===== config.mk =====
export PLATFORM = sky130hd
export DESIGN_NAME = ccmov_unit
export DESIGN_NICKNAME = d
export VERILOG_FILES = /design/src/rtl/ccmov_pkg.sv /design/src/rtl/ccmov_cond_eval.sv /design/src/rtl/ccmov_datapath.sv /design/src/rtl/ccmov_out_stage.sv /design/src/rtl/ccmov_unit.sv
export SDC_FILE = /design/constraint.sdc
export NUM_CORES = 1
export LEC_CHECK = 0
export ABC_AREA = 1
export BUFFER_PORTS_ARGS = -buffer_cell sky130_fd_sc_hd__buf_2
export CORE_AREA = 2 2 71 73
export DETAILED_ROUTE_END_ITERATION = 16
export DIE_AREA = 0 0 73 75
export PLACE_DENSITY_LB_ADDON = 0.1
export SYNTH_ARGS = -nofsm -noshare
export SYNTH_HDL_FRONTEND = slang
export SYNTH_SLANG_ARGS = --single-unit

===== constraint.sdc =====
create_clock -name clk -period 1.3 [get_ports clk]
set_input_delay 0.39 -clock clk [delete_from_list [all_inputs] [get_ports clk]]
set_output_delay 0.39 -clock clk [all_outputs]
set_load 0.01 [all_outputs]

===== src/rtl/ccmov_pkg.sv =====
package ccmov_pkg;

    localparam int DATA_W = 32;
    localparam int IMM_W  = 5;

    typedef struct packed {
        logic z;
        logic s;
        logic ov;
        logic cy;
        logic sat;
    } flags_t;

    typedef enum logic [3:0] {
        CC_OVF       = 4'h0,
        CC_CARRY     = 4'h1,
        CC_ZERO      = 4'h2,
        CC_NOT_ABOVE = 4'h3,
        CC_NEG       = 4'h4,
        CC_ALWAYS    = 4'h5,
        CC_LESS      = 4'h6,
        CC_LESS_EQ   = 4'h7,
        CC_NO_OVF    = 4'h8,
        CC_NO_CARRY  = 4'h9,
        CC_NONZERO   = 4'hA,
        CC_ABOVE     = 4'hB,
        CC_POS       = 4'hC,
        CC_SATURATED = 4'hD,
        CC_GREAT_EQ  = 4'hE,
        CC_GREATER   = 4'hF
    } cond_t;

    typedef enum logic {
        OP_CMOV = 1'b0,
        OP_SETF = 1'b1
    } op_t;

    typedef struct packed {
        cond_t               cond;
        flags_t              flg;
        op_t                 op;
        logic                use_imm;
        logic [IMM_W-1:0]    imm;
        logic [DATA_W-1:0]   a;
        logic [DATA_W-1:0]   b;
    } req_t;

    // Base test for the low three selector bits; bit 3 inverts it.
    function automatic logic base_test(input logic [2:0] low, input flags_t f);
        logic r;
        case (low)
            3'd0:    r = f.ov;
            3'd1:    r = f.cy;
            3'd2:    r = f.z;
            3'd3:    r = f.cy | f.z;
            3'd4:    r = f.s;
            3'd6:    r = f.s ^ f.ov;
            3'd7:    r = (f.s ^ f.ov) | f.z;
            default: r = 1'b1;
        endcase
        return r;
    endfunction

    function automatic logic [DATA_W-1:0] sext_imm(input logic [IMM_W-1:0] v);
        return {{(DATA_W-IMM_W){v[IMM_W-1]}}, v};
    endfunction

endpackage


===== src/rtl/ccmov_cond_eval.sv =====
module ccmov_cond_eval
    import ccmov_pkg::*;
(
    input  cond_t  cond,
    input  flags_t flg,
    output logic   holds
);
    logic [2:0] low;
    logic       inv;
    logic       base;

    assign low  = cond[2:0];
    assign inv  = cond[3];
    assign base = base_test(low, flg);

    // Entry 5 breaks the complement pattern: plain 5 is always, 5|8 is saturation.
    always_comb begin
        if (low == 3'd5) holds = inv ? flg.sat : 1'b1;
        else             holds = base ^ inv;
    end
endmodule


===== src/rtl/ccmov_datapath.sv =====
module ccmov_datapath
    import ccmov_pkg::*;
(
    input  req_t              req,
    input  logic              holds,
    output logic [DATA_W-1:0] value
);
    logic [DATA_W-1:0] first;
    logic [DATA_W-1:0] moved;
    logic [DATA_W-1:0] flagval;

    assign first   = req.use_imm ? sext_imm(req.imm) : req.a;
    assign moved   = holds ? first : req.b;
    assign flagval = {{(DATA_W-1){1'b0}}, holds};

    always_comb begin
        case (req.op)
            OP_SETF: value = flagval;
            default: value = moved;
        endcase
    end
endmodule


===== src/rtl/ccmov_out_stage.sv =====
module ccmov_out_stage
    import ccmov_pkg::*;
#(
    parameter bit REGISTER_OUT = 1'b1
) (
    input  logic              clk,
    input  logic              rst,
    input  logic              in_valid,
    input  logic [DATA_W-1:0] in_data,
    output logic              out_valid,
    output logic [DATA_W-1:0] out_data
);
    generate
        if (REGISTER_OUT) begin : g_reg
            logic              v_q;
            logic [DATA_W-1:0] d_q;
            always_ff @(posedge clk) begin
                if (rst) begin
                    v_q <= 1'b0;
                    d_q <= '0;
                end else begin
                    v_q <= in_valid;
                    d_q <= in_valid ? in_data : '0;
                end
            end
            assign out_valid = v_q;
            assign out_data  = d_q;

            p_idle_zero_r13: assert property (@(posedge clk) disable iff (rst)
                !in_valid |=> (!out_valid && out_data == '0));
            p_accept_r13: assert property (@(posedge clk) disable iff (rst)
                in_valid |=> out_valid);
        end else begin : g_comb
            assign out_valid = in_valid;
            assign out_data  = in_valid ? in_data : '0;
        end
    endgenerate
endmodule


===== src/rtl/ccmov_unit.sv =====
module ccmov_unit
    import ccmov_pkg::*;
#(
    parameter bit REGISTER_OUT = 1'b1
) (
    input  logic              clk,
    input  logic              rst,
    input  logic              req_valid,
    input  logic [3:0]        cond_sel,
    input  logic              flag_z,
    input  logic              flag_s,
    input  logic              flag_ov,
    input  logic              flag_cy,
    input  logic              flag_sat,
    input  logic              op_setf,
    input  logic              use_imm,
    input  logic [IMM_W-1:0]  imm_val,
    input  logic [DATA_W-1:0] opnd_a,
    input  logic [DATA_W-1:0] opnd_b,
    output logic              res_valid,
    output logic [DATA_W-1:0] res_data
);
    req_t              req;
    logic              holds;
    logic [DATA_W-1:0] value;

    always_comb begin
        req.cond    = cond_t'(cond_sel);
        req.flg     = '{z: flag_z, s: flag_s, ov: flag_ov, cy: flag_cy, sat: flag_sat};
        req.op      = op_setf ? OP_SETF : OP_CMOV;
        req.use_imm = use_imm;
        req.imm     = imm_val;
        req.a       = opnd_a;
        req.b       = opnd_b;
    end

    ccmov_cond_eval u_eval (
        .cond  (req.cond),
        .flg   (req.flg),
        .holds (holds)
    );

    ccmov_datapath u_dp (
        .req   (req),
        .holds (holds),
        .value (value)
    );

    ccmov_out_stage #(.REGISTER_OUT(REGISTER_OUT)) u_out (
        .clk       (clk),
        .rst       (rst),
        .in_valid  (req_valid),
        .in_data   (value),
        .out_valid (res_valid),
        .out_data  (res_data)
    );

    generate
        if (REGISTER_OUT) begin : g_chk
            p_always_true_r8: assert property (@(posedge clk) disable iff (rst)
                (req_valid && op_setf && cond_sel == 4'h5) |=> (res_data == 32'd1));
            p_sat_test_r9: assert property (@(posedge clk) disable iff (rst)
                (req_valid && op_setf && cond_sel == 4'hD) |=> (res_data[0] == $past(flag_sat)));
            p_zero_test_r3: assert property (@(posedge clk) disable iff (rst)
                (req_valid && op_setf && cond_sel == 4'h2) |=> (res_data[0] == $past(flag_z)));
            p_setf_bool_r12: assert property (@(posedge clk) disable iff (rst)
                (req_valid && op_setf) |=> (res_data[DATA_W-1:1] == '0));
            p_cmov_pick_r10: assert property (@(posedge clk) disable iff (rst)
                (req_valid && !op_setf && !use_imm) |=>
                    (res_data == $past(opnd_a) || res_data == $past(opnd_b)));
        end
    endgenerate
endmodule


Yosys cells after proc, flatten, opt, wreduce, memory -nomap -nowiden
Cells that the tools add are included.

Equality and inequality tests: 7. Mux-type cells: 7. Bitwise gates (word level): 5. Reductions and logical operators: 3.

Operators with widths (number): 32-bit 2-to-1 mux (2); 3-bit equality test (second input constant) (4); 1-bit one-hot mux with 7 select lines (1); 3-bit by 2-bit equality test with 1-bit output (second input constant) (2); 1-bit 2-to-1 mux (4); 3-bit by 1-bit equality test with 1-bit output (second input constant) (1); 3-bit zero test (1); 3-bit OR reduction (1); 1-bit OR (2); 2-bit OR reduction (1); 1-bit bitwise XOR (2); 1-bit NOT (1).

Output and inout port bits: 33. Word-level logic and storage cells: 25. Flip-flop bits (word level): 33. Bits of input ports: 83.

Logic depth before layout (Yosys ltp)
Word-level depth: 7. Depth in mapped cells: 12. Depth with buffers taken out: 11.

By module
Synthesis repeated with hierarchy kept, for this count alone.

Cells, all modules: 255. Area, all modules: 1741.7 um2.

Modules (own cells, without submodules): ccmov_out_stage (cells an instance 103, instances 1, seq. area each 660.6 um2, area an instance 1026.0 um2); ccmov_datapath (cells an instance 127, instances 1, seq. area each 0.0 um2, area an instance 608.1 um2); ccmov_cond_eval (cells an instance 25, instances 1, seq. area each 0.0 um2, area an instance 107.6 um2).

Least setup slack after synthesis
OpenSTA, ideal clock, no wires.

Path type: input port to flip-flop. Start point: in cond_sel[0]. End point: reg u_out.g_reg.d_q[26], in the netlist u_out.out_data[26]. Slack: -0.064 ns. Buffers on the path: 2. Required time: 1.187 ns. Library setup time: 0.113 ns. Stages: 9. Arrival: 1.251 ns. Path through: nor2_1 nand2_1 nand2_1 a21oi_2 nand3_2 buf_2 buf_6 a21oi_2 nor2_1.

Word-level cells in the longest chain between the ends: 5. Elaborated cells between the ends (all ways): 12. Those cells by class: eq/ne (7); mux (3); bitwise (1); reduce/logical (1).

Ends and longest elaborated chain: start: declaration (RTL line ccmov_unit.sv:9) `input logic [3:0] cond_sel,`; 3-bit equality test, or another cell as far along (RTL line ccmov_pkg.sv:51) `case (low)`; 1-bit one-hot mux with 7 select lines (RTL line ccmov_pkg.sv:51); 1-bit bitwise XOR (RTL line ccmov_cond_eval.sv:19) `else holds = base ^ inv;`; 1-bit 2-to-1 mux * (RTL line ccmov_cond_eval.sv:18) `if (low == 3'd5) holds = inv ? flg.sat : 1'b1;`; 32-bit 2-to-1 mux * (RTL line ccmov_datapath.sv:13) `assign moved = holds ? first : req.b;`; end signal: assignment (RTL line ccmov_out_stage.sv:23) `d_q <= in_valid ? in_data : '0;`; end: declaration (RTL line ccmov_out_stage.sv:16) `logic [DATA_W-1:0] d_q;`.

Every way passes the cells marked *; elsewhere a longest branch is shown, timed or not. A chain may end at the register's enable or synchronous reset.

Final worst setup path
Start point: in cond_sel[0]. End point: reg u_out.g_reg.d_q[3], in the netlist u_out.out_data[3].

Same word-level chain as after synthesis.

==> flow_summary.json <==
{
  "gp_congestion": 0.867,
  "grt_pass1_wl_mm": 7.91,
  "grt-ovfl-total": 0,
  "ys_seq_area_share_pct": 38.9,
  "yosysTopAreaCell": "dfxtp_1",
  "synth_top_area_share_pct": 38.9,
  "status": "complete, but fails checks",
  "clock.fmax_ghz": 0.721,
  "max_stage_delay_ps": 170,
  "hpwl_mm": 3.59,
  "numCtsBuffers": 5,
  "leakagePower_nw": 1.61,
  "cts.path.max_buffers": 2,
  "crit_family": "buffers and inverters",
  "crit_buf_inv": 4,
  "track_usage_pct": 18.5,
  "synth_area_um2": 1700,
  "ant_nets": 0,
  "start_util_pct": 36.4,
  "vdd_ir_drop_max_mv": 0.588,
  "diodes": 0,
  "first_iter_violations": 81,
  "critPathMaxFanout": 7,
  "clkSlewWorstSetupHoldPaths_ps": 80,
  "cp_slowest_cell": "buf_12",
  "relSlewSlack_pct": 68.1,
  "avgViaCountPerCell": 4.90,
  "dieArea_um2": 5480,
  "grt_pass1_vias": 1745,
  "vias": 2176,
  "violations": "setup timing",
  "worst-setup-path-type": "primary input to flip-flop",
  "finalCriticalPeriod_ps": 1390,
  "tightest_slew_ps": 477,
  "cts_sinks": 33,
  "power_mw": 3.10,
  "area_delta_synth_final_pct": 87.0,
  "syn_nets": 338,
  "ys_types": 17,
  "final_nets": 472,
  "p_per_area_nw_per_um2": 975,
  "timing.hold.ws_ps": 323,
  "htreeDepth": 2,
  "ys_ff_latch": 33,
  "synth_cells": 255,
  "rsz0062_at_grt": "true",
  "cts_tree": "yes",
  "layout-drive-gt1-share_pct": 54.6,
  "maxCapViolations": 0,
  "synth.avg_cell_area_um2": 6.66,
  "setup_tns_ps": -1730,
  "path_cells": "buf_12 -> nor2_2 -> nor2_2 -> a21oi_2 -> buf_4 -> nand3_4 -> buf_12 -> buf_12 -> nand2_8 -> nand2_1 -> nand2_1 -> nor2_1",
  "die_h_um": 75,
  "utilization_pct": 68.1,
  "netlist_top_cells_area": "dfxtp_1 (39%), a21oi_1 (14%), nand2_1 (12%)",
  "setup-violations-final": 32,
  "drcViolationCount": 0,
  "io-pin-count": 116,
  "firstDrtPassIters": 4,
  "path_common_cell": "buf_12",
  "rows": 25,
  "routedWlPerCell_um": 14.2,
  "hold_violations": 0,
  "wl_mm": 6.29,
  "core_area_um2": 4660,
  "antenna_found_initial": 0,
  "hold_class": "primary input to flip-flop",
  "drv_slew": 0,
  "worst_slack_ps": -87.4,
  "fin_crit_sh_pct": 107,
  "endpoint_kind": "flip-flop",
  "cp.required_ps": 1490,
  "worstPathArrival_ps": 1570,
  "die_w_um": 73,
  "cts_root_buffer": "clkbuf_8",
  "ys_warn_count": 0,
  "grt_max_degree": 29,
  "cts_hold_buf": 0,
  "portBuffers": 115,
  "critPathLaunchType": "primary input"
}
-- stage by stage --
| stage | instance area, um^2 | setup slack (ps) | cells |
|---|---|---|---|
| after floorplan | 1720 | -19.3 | 255 |
| after global placement | 2400 | -278 | 417 |
| after detailed placement | 2400 | -306 | 417 |
| after CTS | 2530 | 5.66 | 425 |
| after global routing | 3180 | -149 | 444 |
| final | 3180 | -87.4 | 444 |
-- logic make-up (layout without fill, tap and decap cells) --
group,count (synthesis),in the layout,synth area share (%)
AOI/OAI and AO/OA,62,62,21.1
buffers and inverters,32,166,8.77
DFF,33,33,38.9
and+or+nand+nor,128,129,31.2
-- area by class of cell --
cell class | count | area (um^2)
Multi-Input combinational cell | 191 | 1140
Fill cell | 404 | 1490
Sequential cell | 33 | 661
Clock inverter | 2 | 37.5
Timing Repair Buffer | 146 | 1130
Inverter | 12 | 52.6
Clock buffer | 6 | 82.6
Tap cell | 54 | 67.6
-- cell usage after synthesis --
library cell  count
nor2_1           40
dfxtp_1          33
buf_6             3
nand3_1          30
buf_2             5
a21oi_2          11
clkbuf_1         12
a21boi_0          1
a21oi_1          48
inv_2             2
nand3_2           1
nor3_1            1
o21ai_1           1
a41oi_1           1
nand2_1          54
nand2_2           2
inv_1            10
-- cells in the final DEF (no fill, tap or decap), types with 2 or more instances in the layout --
cell / Yosys / routed
a21oi_1: 48 / 34
a21oi_2: 11 / 24
buf_12: 0 / 9
buf_2: 5 / 111
buf_4: 0 / 10
buf_6: 3 / 5
clkbuf_16: 0 / 10
clkbuf_8: 0 / 6
dfxtp_1: 33 / 33
inv_1: 10 / 9
nand2_1: 54 / 43
nand2_2: 2 / 8
nand2_4: 0 / 2
nand2_8: 0 / 4
nand3_1: 30 / 21
nand3_2: 1 / 9
nor2_1: 40 / 36
nor2_2: 0 / 3
-- power by group --
part           total, mW  switching [mW]  internal, mW  leakage [nW]
Clock               1.03           0.406         0.624        0.0574
Combinational       1.00           0.488         0.517          1.28
Sequential          1.06         0.00928          1.05         0.269
Total               3.10           0.903          2.19          1.61
-- timing repair --
action	in CTS	in global routing
setup buffers	0	5
pin swaps	0	17
cloned	0	14
gates resized for setup	1	74
setup endpoints to repair	1	32
-- flip-flops by register name, summed over array words and instances (netlist names) --
register         cells
u_out.out_data      32
u_out.out_valid      1
-- final timing paths --
kind | startpoint | endpoint | slack [ps] | depth (start not counted)
max | cond_sel[0] | u_out.out_data[3] | -90 | 12
min | opnd_b[17] | u_out.out_data[17] | 320 | 3
-- layer usage --
metal  vias to the layer above  global-route usage [%]  part of all wire [%]
met1                       963                    24.5                    42
met4                         0                    4.94                   1.2
met3                         9                    5.89                   6.4
li1                       1111                       -                     -
met2                        93                    29.2                    50
met5                         -                       0                     0
Note: power is estimated with default switching activity, not from simulation.
